<file path="src/rtl/tmr_stat_pkg.sv">
package tmr_stat_pkg;

  localparam int REG_W   = 8;
  localparam int CNT_W   = 16;

  localparam int DIR_POS = 7;
  localparam int RSV_POS = 6;
  localparam int UNF_POS = 5;
  localparam int OVF_POS = 4;

  localparam int FLAG_OVF = 0;
  localparam int FLAG_UNF = 1;
  localparam int N_FLAGS  = 2;

  function automatic bit chan_has_dir(input int ch);
    return ch != 0;
  endfunction

  function automatic bit chan_has_unf(input int ch);
    return (ch == 1) || (ch == 2);
  endfunction

  function automatic bit chan_has_cpwm(input int ch);
    return ch == 4;
  endfunction

  function automatic bit chan_has_xfer(input int ch);
    return ch == 4;
  endfunction

endpackage

</file>
<file path="src/rtl/tmr_wrap_detect.sv">
module tmr_wrap_detect #(
  parameter int  CNT_W    = 16,
  parameter bit  HAS_UNF  = 1'b1,
  parameter bit  HAS_CPWM = 1'b0
) (
  input  logic             clk,
  input  logic             rst_n,
  input  logic [CNT_W-1:0] cnt_val,
  input  logic             phase_mode,
  input  logic             cpwm_mode,
  output logic             ovf_evt,
  output logic             unf_evt
);

  localparam logic [CNT_W-1:0] ALL_ONES = {CNT_W{1'b1}};
  localparam logic [CNT_W-1:0] ZERO     = '0;
  localparam logic [CNT_W-1:0] ONE      = CNT_W'(1);

  logic [CNT_W-1:0] prev_q;
  logic             prev_vld_q;
  logic             up_wrap, down_wrap, cpwm_hit;

  always_ff @(posedge clk) begin
    if (!rst_n) begin
      prev_q     <= ZERO;
      prev_vld_q <= 1'b0;
    end else begin
      prev_q     <= cnt_val;
      prev_vld_q <= 1'b1;
    end
  end

  always_comb begin
    up_wrap   = prev_vld_q && (prev_q == ALL_ONES) && (cnt_val == ZERO);
    down_wrap = prev_vld_q && (prev_q == ZERO) && (cnt_val == ALL_ONES);
    cpwm_hit  = prev_vld_q && HAS_CPWM && cpwm_mode
                && (prev_q == ONE) && (cnt_val == ZERO);
    ovf_evt   = up_wrap || cpwm_hit;
    unf_evt   = down_wrap && phase_mode && HAS_UNF;
  end

  AST_UNF_NEEDS_PHASE: assert property (@(posedge clk) disable iff (!rst_n)
    unf_evt |-> (phase_mode && cnt_val == ALL_ONES));

endmodule

</file>
<file path="src/rtl/tmr_flag_cell.sv">
module tmr_flag_cell #(
  parameter bit PRESENT = 1'b1
) (
  input  logic clk,
  input  logic rst_n,
  input  logic set_evt,
  input  logic hw_clr,
  input  logic rd_stb,
  input  logic wr_stb,
  input  logic wr_bit,
  output logic flag_o
);

  logic flag_q, armed_q;
  logic set_ok, sw_clr, any_clr;

  always_comb begin
    set_ok  = set_evt && PRESENT;
    sw_clr  = wr_stb && !wr_bit && armed_q;
    any_clr = sw_clr || hw_clr;
  end

  always_ff @(posedge clk) begin
    if (!rst_n) begin
      flag_q  <= 1'b0;
      armed_q <= 1'b0;
    end else begin
      if (set_ok)       flag_q <= 1'b1;
      else if (any_clr) flag_q <= 1'b0;

      if (any_clr)                armed_q <= 1'b0;
      else if (rd_stb && flag_q)  armed_q <= 1'b1;
    end
  end

  assign flag_o = flag_q;

  AST_SET_LANDS: assert property (@(posedge clk) disable iff (!rst_n)
    set_ok |=> flag_q);

  AST_CLEAR_NEEDS_ARM: assert property (@(posedge clk) disable iff (!rst_n)
    $fell(flag_q) |-> $past((wr_stb && !wr_bit && armed_q) || hw_clr));

  AST_ONLY_HW_SETS: assert property (@(posedge clk) disable iff (!rst_n)
    $rose(flag_q) |-> $past(set_evt));

  AST_SET_BEATS_CLEAR: assert property (@(posedge clk) disable iff (!rst_n)
    (set_ok && any_clr) |=> flag_q);

endmodule

</file>
<file path="src/rtl/tmr_chan_status.sv">
module tmr_chan_status
  import tmr_stat_pkg::*;
#(
  parameter int CHAN_IDX = 1
) (
  input  logic             clk,
  input  logic             rst_n,
  input  logic [CNT_W-1:0] cnt_val,
  input  logic             cnt_up,
  input  logic             phase_mode,
  input  logic             cpwm_mode,
  input  logic             xfer_ovf_trig,
  input  logic             xfer_keep_flag,
  input  logic             reg_rd,
  input  logic             reg_wr,
  input  logic [REG_W-1:0] reg_wdata,
  output logic [REG_W-1:0] reg_rdata,
  output logic             irq_ovf,
  output logic             irq_unf
);

  localparam bit HAS_DIR  = chan_has_dir(CHAN_IDX);
  localparam bit HAS_UNF  = chan_has_unf(CHAN_IDX);
  localparam bit HAS_CPWM = chan_has_cpwm(CHAN_IDX);
  localparam bit HAS_XFER = chan_has_xfer(CHAN_IDX);
  localparam logic [N_FLAGS-1:0] FLAG_PRESENT = {HAS_UNF, 1'b1};

  logic               dir_q;
  logic               ovf_evt, unf_evt, xfer_clr;
  logic [N_FLAGS-1:0] set_vec, hw_clr_vec, wbit_vec, flag_vec;
  logic               unused_wdata;

  assign unused_wdata = ^{reg_wdata[DIR_POS], reg_wdata[RSV_POS], reg_wdata[3:0]};

  always_ff @(posedge clk) begin
    if (!rst_n) dir_q <= 1'b1;
    else        dir_q <= cnt_up || !HAS_DIR;
  end

  tmr_wrap_detect #(
    .CNT_W   (CNT_W),
    .HAS_UNF (HAS_UNF),
    .HAS_CPWM(HAS_CPWM)
  ) wrap_i (
    .clk       (clk),
    .rst_n     (rst_n),
    .cnt_val   (cnt_val),
    .phase_mode(phase_mode),
    .cpwm_mode (cpwm_mode),
    .ovf_evt   (ovf_evt),
    .unf_evt   (unf_evt)
  );

  always_comb begin
    xfer_clr               = HAS_XFER && xfer_ovf_trig && !xfer_keep_flag;
    set_vec[FLAG_OVF]      = ovf_evt;
    set_vec[FLAG_UNF]      = unf_evt;
    hw_clr_vec[FLAG_OVF]   = xfer_clr;
    hw_clr_vec[FLAG_UNF]   = 1'b0;
    wbit_vec[FLAG_OVF]     = reg_wdata[OVF_POS];
    wbit_vec[FLAG_UNF]     = reg_wdata[UNF_POS];
  end

  for (genvar g = 0; g < N_FLAGS; g++) begin : g_flag
    tmr_flag_cell #(.PRESENT(FLAG_PRESENT[g])) cell_i (
      .clk    (clk),
      .rst_n  (rst_n),
      .set_evt(set_vec[g]),
      .hw_clr (hw_clr_vec[g]),
      .rd_stb (reg_rd),
      .wr_stb (reg_wr),
      .wr_bit (wbit_vec[g]),
      .flag_o (flag_vec[g])
    );
  end

  always_comb begin
    reg_rdata          = '0;
    reg_rdata[DIR_POS] = dir_q;
    reg_rdata[RSV_POS] = 1'b1;
    reg_rdata[UNF_POS] = flag_vec[FLAG_UNF];
    reg_rdata[OVF_POS] = flag_vec[FLAG_OVF];
  end

  assign irq_ovf = flag_vec[FLAG_OVF];
  assign irq_unf = flag_vec[FLAG_UNF];

  AST_DIR_FOLLOWS: assert property (@(posedge clk) disable iff (!rst_n)
    ##1 (reg_rdata[DIR_POS] == ($past(cnt_up) || !HAS_DIR)));

  AST_IRQ_AFTER_OVF: assert property (@(posedge clk) disable iff (!rst_n)
    ovf_evt |=> irq_ovf);

  AST_XFER_CLEARS: assert property (@(posedge clk) disable iff (!rst_n)
    (xfer_clr && !ovf_evt) |=> !irq_ovf);

endmodule

</file>
<file path="config.mk">
export PLATFORM = sky130hd
export DESIGN_NAME = tmr_chan_status
export DESIGN_NICKNAME = d
export VERILOG_FILES = /design/src/rtl/tmr_stat_pkg.sv /design/src/rtl/tmr_wrap_detect.sv /design/src/rtl/tmr_flag_cell.sv /design/src/rtl/tmr_chan_status.sv
export SDC_FILE = /design/constraint.sdc
export NUM_CORES = 1
export LEC_CHECK = 0
export BUFFER_PORTS_ARGS = -buffer_cell sky130_fd_sc_hd__buf_2
export CAP_MARGIN = 0
export CORE_MARGIN = 3
export CORE_UTILIZATION = 47
export DETAILED_ROUTE_END_ITERATION = 8
export GPL_TIMING_DRIVEN = 0
export HOLD_SLACK_MARGIN = 0.03
export PLACE_DENSITY = 0.81
export SYNTH_ARGS = -nofsm -noshare
export SYNTH_HDL_FRONTEND = slang
export SYNTH_HIERARCHICAL = 1
export SYNTH_SLANG_ARGS = --single-unit
</file>
<file path="constraint.sdc">
create_clock -name clk -period 2.1 [get_ports clk]
set_input_delay 0.21 -clock clk [delete_from_list [all_inputs] [get_ports clk]]
set_output_delay 0.21 -clock clk [all_outputs]
set_load 0.02 [all_outputs]
</file>
Word level (Yosys, flattened, before mapping). Cells that the tools add are included.

Bits in registers: 22. Bits of input ports: 33.

Reductions and logical operators: 19. Equal/unequal tests: 2. Bitwise gates (word level): 1. Mux-type cells: 5.

Operators with widths (count): == test 16 bit, second input constant (2); logical NOT 16 bit (2); logical AND 1 bit (11); two-way mux 1 bit (5); nonzero test 2 bit (2); OR reduction 2 bit (2); logical NOT 1 bit (2); NOT 1 bit (1).

Logic depth before layout (Yosys ltp). Gate-level depths: netlist of run 1.

Word-level depth: 5. Gate-level depth with buffers: 4.

Cells and area by module. The synthesis of run 1 kept the hierarchy.

Modules (own cells, without submodules): tmr_wrap_detect (cells each 58, times used 1, area an instance 606.8 um^2, seq. area each 340.3 um^2); tmr_flag_cell (cells each 11, times used 2, area an instance 91.3 um^2, seq. area each 40.0 um^2); tmr_chan_status (cells each 12, times used 1, area an instance 93.8 um^2, seq. area each 20.0 um^2).

Worst setup path after synthesis of run 1. No wires, ideal clock.

Kind: input -> register. Start: in cnt_val[13]. End: reg g_flag[0].cell_i.flag_q. Stages on the path: 4. Data arrival time: 1.205 ns. Setup slack: 0.837 ns. Data required time: 2.042 ns. Buffers on the path: 0. Cell sequence: or4b_1 nor4_1 and3_1 o21a_1.

Word-level cells in the longest chain between the ends: 3. Elaborated cells on any way between the ends: 4.

Ends and longest elaborated chain: start: declaration (line tmr_chan_status.sv:8) `input logic [CNT_W-1:0] cnt_val,`; logical NOT 16 bit (*) (line tmr_wrap_detect.sv:34) `up_wrap = prev_vld_q && (prev_q == ALL_ONES) && (cnt_val == ZERO);`; logical AND 1 bit (*) (line tmr_wrap_detect.sv:34); net ovf_evt (line tmr_chan_status.sv:29) `logic ovf_evt, unf_evt, xfer_clr;`; two-way mux 1 bit / nonzero test 2 bit (equally long branches); end signal: assignment (line tmr_flag_cell.sv:25) `flag_q <= 1'b0;`; end signal: assignment (line tmr_flag_cell.sv:28) `if (set_ok) flag_q <= 1'b1;`; end signal: assignment (line tmr_flag_cell.sv:29) `else if (any_clr) flag_q <= 1'b0;`; end: declaration (line tmr_flag_cell.sv:14) `logic flag_q, armed_q;`.

The timed path passes the listed nets; every way through them passes the cells marked *. A chain may end at the register's enable or synchronous reset.

Worst setup path in the final report of run 1.
Start: reg wrap_i.prev_q[3]. End: reg g_flag[0].cell_i.flag_q.

Word-level cells in the longest chain between the ends: 4. Elaborated cells on any way between the ends: 5.

Ends and longest elaborated chain: start: declaration (line tmr_wrap_detect.sv:19) `logic [CNT_W-1:0] prev_q;`; start signal: assignment (line tmr_wrap_detect.sv:28) `prev_q <= cnt_val;`; == test 16 bit (*) (line tmr_wrap_detect.sv:34); logical AND 1 bit (*) (2 in series) (line tmr_wrap_detect.sv:34); net ovf_evt (line tmr_chan_status.sv:29); two-way mux 1 bit / nonzero test 2 bit (equally long branches).

Marks and branches as above.

==> flow_metrics.env, run 1 <==
export IMPL_routed_via_density=5.09
export IMPL_grt_use_met2_pct=27.2
export IMPL_start_kind="flip-flop"
export IMPL_dr_total_vias=794
export IMPL_wl_um=1820
export IMPL_wl_per_cell_um=11.7
export IMPL_syn_inst=92
export IMPL_cts_max_level=1
export IMPL_maxSlewViolCount=0
export IMPL_grtUsageMet3_pct=3.67
export IMPL_start_util_pct=50.6
export IMPL_rows=15
export IMPL_syn2layout_area_growth_pct=26.5
export IMPL_final_nets=165
export IMPL_hp_class="in -> reg"
export IMPL_clk_pin_slew_ps=120
export IMPL_ys_seq_elements=22
export IMPL_cts_buffers=3
export IMPL_synth_area_per_cell_um2=9.60
export IMPL_first_global_vias=734
export IMPL_grt_ovfl_total=0
export IMPL_power_share_sequential_pct=58.8
export IMPL_antenna_found_initial=0
export IMPL_dp_hpwl_um=1420
export IMPL_rr_worst_depth=4
export IMPL_cts_sinks=22
export IMPL_power_density_nw_per_um2=680
export IMPL_cts_max_path_buffers=2
export IMPL_p_sw_share_pct=23.5
export IMPL_outcome="complete, no violations"
export IMPL_setup_viol=0
export IMPL_synth_distinct_cells=25
export IMPL_die_area_um2=2440
export IMPL_ir_drop_uv=470
export IMPL_placed_area_um2=1080
export IMPL_drc_errors=0
export IMPL_pwr_share_clk_pct=30.9
export IMPL_tns_ps=0
export IMPL_antenna_left=0
export IMPL_die_width_um=49.4
export IMPL_firstDrtPassIters=4
export IMPL_pin_count=43
export IMPL_postCtsSetupBuffers=0
export IMPL_rsz0062_at_grt="no"
export IMPL_total_power_uw=760
export IMPL_yosys_warnings=6
export IMPL_p_leak_uw=0.000499
export IMPL_post_route_period_util_pct=65.4
export IMPL_final_cells=156
export IMPL_p_comb_share_pct=10.3
export IMPL_final_cell_area_um2=1120
export IMPL_core_area_um2=1750
export IMPL_required_ps=2360
export IMPL_period_needed_ps=1370
export IMPL_power_switching_uw=178
export IMPL_ys_seq_area_share_pct=49.9
export IMPL_grt_busiest_layer="met2"
export IMPL_cts_tree="built"
export IMPL_dr_first_iter_drc_count=11
export IMPL_grt_max_degree=14
export IMPL_drv_cap=0
export IMPL_hold_depth=2
export IMPL_grt_first_pass_wirelength_um=2950
export IMPL_critPathMaxFanout=2
export IMPL_clock_latency_ps=310
export IMPL_final_util_pct=64.0
export IMPL_fin_skew_ps=6.89
export IMPL_numPortBuffers=28
export IMPL_use_met1_pct=18.0
export IMPL_dp_cells=152
export IMPL_synthesis_area_um2=883
export IMPL_cts_resized=0
export IMPL_gp_congestion=0.793
export IMPL_crit_path_end_kind="flip-flop"
export IMPL_track_usage_pct=15.9
export IMPL_die_h_um=49.4
export IMPL_n_antenna_cell=0
export IMPL_hold_viol=0
export IMPL_p_int_uw=581
export IMPL_max_freq_mhz=728
export IMPL_drive_gt1_share_pct=31.3
export IMPL_cts_hold_buf=0
export IMPL_critPathKind="reg -> reg"
export IMPL_cts_root_buf="clkbuf_4"
export IMPL_crit_arrival_ps=1630
## cell usage after synthesis (all sizes together)
| master | count | area share (%) |
|---|---|---|
| inv | 6 | 2.5 |
| nor4 | 5 | 3.5 |
| dfxtp | 22 | 50 |
| clkbuf | 1 | 0.42 |
| nand2b | 3 | 2.1 |
| o21a | 2 | 1.7 |
| a311oi | 2 | 2.0 |
| conb | 2 | 0.85 |
| nand3b | 2 | 1.7 |
| or3 | 1 | 0.71 |
| or4 | 2 | 1.7 |
| or4b | 1 | 1.1 |
| nand3 | 1 | 0.57 |
| nand2 | 1 | 0.42 |
| o21ai | 2 | 1.1 |
| a21oi | 2 | 1.1 |
| nand4 | 6 | 4.2 |
| nand4b | 2 | 2.0 |
| nor4b | 1 | 0.99 |
| buf | 8 | 6.8 |
| and2 | 16 | 11 |
| and4b | 1 | 1.1 |
| nor3 | 2 | 1.1 |
| and3 | 1 | 0.71 |
## final timing paths
path | slack, ps | startpoint | end
worst min register to register | 500 | g_flag[1].cell_i/armed_q | g_flag[1].cell_i/armed_q
worst max-delay path | 730 | wrap_i/prev_q[3] | g_flag[0].cell_i/flag_o
worst max register to register | 730 | wrap_i/prev_q[3] | g_flag[0].cell_i/flag_o
worst min-delay path | 80 | cnt_up | dir_q
## kinds of logic (layout without fill, tap and decap cells)
logic type,after synthesis,in the layout,synth area share [%]
AOI/OAI and AO/OA,8,8,5.95
buffers and inverters,15,47,9.77
DFF,22,22,49.9
other,2,9,0.850
and+or+nand+nor,45,45,33.6
## flip-flops by register name, indices dropped and copies added (netlist names)
signal / flops
wrap_i/prev_q: 16
g_flag.cell_i/armed_q: 2
g_flag.cell_i/flag_o: 2
dir_q: 1
wrap_i/prev_vld_q: 1
## routing by layer
layer	wire (µm)	up-vias
met4	25	0
met3	91	4
met5	0	-
li1	-	384
met1	815	374
met2	890	32
## worst max-delay path, stage by stage (launching register included)
cell and delay [ps]:
dfxtp_1 340, or4b_1 440, nor4_1 240, and3_1 190
o21a_1 120
## layout by cell type (no fill, tap or decap), drive strengths merged
cell,count
inv,6
or3,1
nor4,5
clkbuf,5
o21ai,2
nand4,6
nor4b,1
o21a,2
nand2,1
a311oi,2
buf,36
or4b,1
nand4b,2
conb,9
nand3,1
a21oi,2
and3,1
nand3b,2
nand2b,3
dfxtp,22
or4,2
nor3,2
and2,16
and4b,1
## layout make-up
cell class | instances | area (µm²)
Fill cell | 153 | 628
Sequential cell | 22 | 440
Multi-Input combinational cell | 62 | 383
Timing Repair Buffer | 28 | 140
Buffer | 9 | 63.8
Clock buffer | 4 | 36.3
Tap cell | 25 | 31.3
Inverter | 6 | 22.5
## stage by stage
stage | hold slack (ps) | setup slack [ps]
2_1_floorplan | 238 | 837
3_3_place_gp | 396 | 648
3_5_place_dp | 403 | 656
4_1_cts | 78.9 | 731
5_1_grt | 72.1 | 651
6_report | 81.1 | 727
## power by group through the flow
stage	combinational (µW)	sequential (µW)	clock (µW)
finish	78.3	447	235
global route	86.9	448	260
CTS	78.2	446	239
detailed placement	78.2	455	0
global placement	75.4	454	0
floorplan	41.8	452	0
Power figures use the tool's default switching activity.
==> run 2, diff against run 1 <==
--- a/config.mk
+++ b/config.mk
@@ -8,11 +8,11 @@
 export BUFFER_PORTS_ARGS = -buffer_cell sky130_fd_sc_hd__buf_2
 export CAP_MARGIN = 0
 export CORE_MARGIN = 3
-export CORE_UTILIZATION = 47
+export CORE_UTILIZATION = 39
 export DETAILED_ROUTE_END_ITERATION = 8
 export GPL_TIMING_DRIVEN = 0
 export HOLD_SLACK_MARGIN = 0.03
-export PLACE_DENSITY = 0.81
+export PLACE_DENSITY = 0.72
 export SYNTH_ARGS = -nofsm -noshare
 export SYNTH_HDL_FRONTEND = slang
 export SYNTH_HIERARCHICAL = 1
==> constraint.sdc (replaced) <==
create_clock -name clk -period 1.1 [get_ports clk]
set_input_delay 0.11 -clock clk [delete_from_list [all_inputs] [get_ports clk]]
set_output_delay 0.11 -clock clk [all_outputs]
set_load 0.02 [all_outputs]
==> run 2 against run 1 <==
  * The flow now finishes with violations (negative setup slack)
  * Hold slack got worse by 34 ps
  * Power increased by 97%
  * Global-route usage decreased by 0.51 points
  * Cell count increased by 10%
  * Via count increased by 1.3%
  * Clock skew decreased by 6.3 ps
  * Sequential share of layout area decreased by 5.4 points
  * Sequential power increased by 93%
  * Count of clock-buffer cells in the layout unchanged
==> flow_metrics.env, run 2 (synthesis results as in run 1) <==
export IMPL_path_cells="or4b_4 -> nor4_1 -> and3_1 -> o21a_1"
export IMPL_first_global_vias=735
export IMPL_clock_latency_ps=300
export IMPL_crit_arrival_ps=1550
export IMPL_period_needed_ps=1300
export IMPL_cts_max_path_buffers=2
export IMPL_cts_tree="built"
export IMPL_pin_count=43
export IMPL_antenna_left=0
export IMPL_fillCellCount=184
export IMPL_clk_pin_slew_ps=110
export IMPL_power_density_nw_per_um2=1140
export IMPL_routed_via_density=4.67
export IMPL_ir_drop_uv=825
export IMPL_largest_register_ffs=16
export IMPL_required_ps=1360
export IMPL_die_width_um=53.6
export IMPL_cts_buffers=3
export IMPL_cts_sinks=22
export IMPL_start_util_pct=43.3
export IMPL_violations="negative setup slack"
export IMPL_tns_ps=-234
export IMPL_grt_max_degree=14
export IMPL_numPortBuffers=28
export IMPL_rows=16
export IMPL_grt_ovfl_total=0
export IMPL_min_delay_start="rst_n"
export IMPL_whs_ps=47.4
export IMPL_setup_ws_ps=-195
export IMPL_die_h_um=53.6
export IMPL_holdPathEnd="wrap_i/prev_vld_q"
export IMPL_critPathKind="reg -> reg"
export IMPL_fin_skew_ps=0.552
export IMPL_gp_congestion=0.768
export IMPL_track_usage_pct=15.4
export IMPL_wl_per_cell_um=11.6
export IMPL_firstDrtPassIters=4
export IMPL_syn2layout_area_growth_pct=48.4
export IMPL_r2r_start="wrap_i/prev_q[3]"
export IMPL_setup_viol=2
export IMPL_antenna_found_initial=0
export IMPL_r2r_end="g_flag[0].cell_i/flag_o"
export IMPL_largest_register="wrap_i/prev_q"
export IMPL_n_antenna_cell=0
export IMPL_dp_hpwl_um=1410
export IMPL_start_kind="flip-flop"
export IMPL_wl_um=2000
export IMPL_drv_cap=0
export IMPL_grt_first_pass_wirelength_um=3100
export IMPL_r2r_setup_slack_ps=-200
export IMPL_hp_class="in -> reg"
export IMPL_final_nets=179
export IMPL_maxSlewViolCount=0
export IMPL_layout_commonest_cell="buf_2"
export IMPL_mostFrequentLayoutCells="buf_2 (28), dfxtp_1 (17), and2_1 (15), dlygate4sd3_1 (14), conb_1 (9)"
export IMPL_cts_max_level=1
export IMPL_crit_path_end_kind="flip-flop"
export IMPL_die_area_um2=2870
export IMPL_hold_depth=1
export IMPL_rr_worst_depth=4
export IMPL_rsz0062_at_grt="yes"
export IMPL_drc_errors=0
export IMPL_cts_root_buf="clkbuf_4"
export IMPL_hold_viol=0
export IMPL_post_route_period_util_pct=118
export IMPL_max_stage_delay_ps=450
export IMPL_dr_total_vias=804
export IMPL_max_freq_mhz=772
export IMPL_total_power_uw=1490
export IMPL_dr_first_iter_drc_count=11
export IMPL_outcome="finished, violations left"
export IMPL_drive_gt1_share_pct=35.2
export IMPL_core_area_um2=2040
export IMPL_critPathMaxFanout=2
export IMPL_p_leak_uw=0.000569
export IMPL_crit_slowest_cell="or4b_4"
run 2: cell types whose count changed in the layout (fill, tap and decap cells not counted), sizes merged:
| cell | previous run | this run |
|---|---|---|
| dlygate4sd3 | 0 | 14 |
run 2: worst max-delay path by stage:
stage / start / endpoint / depth (start not counted)
final: wrap_i/prev_q[3] / g_flag[0].cell_i/flag_o / 4
after detailed placement: cnt_val[1] / g_flag[0].cell_i/flag_o / 5
after floorplan: wrap_i/prev_q[3] / g_flag[0].cell_i/flag_o / 4
after global placement: cnt_val[1] / g_flag[0].cell_i/flag_o / 5
after CTS: wrap_i/prev_q[3] / g_flag[0].cell_i/flag_o / 4
after global routing: wrap_i/prev_q[3] / g_flag[0].cell_i/flag_o / 4
run 2: power by group:
part	internal (µW)	leakage [µW]	switching, µW
Sequential	834	0.000184	28.2
Combinational	117	0.000365	82.0
Clock	202	0.0000210	231
run 2: what timing repair did:
item                                    CTS  global route
hold buffers                             13             1
endpoints found under the hold margin    13             1
endpoints found under the setup margin    2             4
gates resized for setup                   2            10
setup buffers                             0             0
pin swaps                                 2             5
run 2: layout make-up:
| type | count | area, µm² | area share (%) |
|---|---|---|---|
| Timing Repair Buffer | 42 | 280 | 21.4 |
| Clock buffer | 4 | 36.3 | 2.77 |
| Tap cell | 27 | 33.8 | 2.58 |
| Sequential cell | 22 | 447 | 34.1 |
| Multi-Input combinational cell | 62 | 428 | 32.6 |
| Inverter | 6 | 22.5 | 1.72 |
| Buffer | 9 | 63.8 | 4.87 |
run 2: through the flow:
step | std cells | setup slack (ps) | area, µm² | util [%]
2_1_floorplan | 99 | -63.6 | 910 | -
3_3_place_gp | 154 | -244 | 1080 | 53.1
3_5_place_dp | 154 | -253 | 1080 | 53.1
4_1_cts | 171 | -188 | 1260 | 61.8
5_1_grt | 172 | -259 | 1310 | 64.2
6_report | 172 | -195 | 1310 | 64.2
run 2: metal layers:
layer	vias to the layer above	part of all wire [%]	track usage (%)
li1	417	-	-
met1	353	43	18.7
met2	30	49	25.5
met3	4	6.8	3.32
met4	0	1.5	7.66
met5	-	0	0
run 2: worst max-delay path, delay by kind of cell (launching register included):
kind             cells  cell delay [ps]
AND/OR/NAND/NOR      3              820
flip-flops           1              340
AO/OA/AOI/OAI        1              100
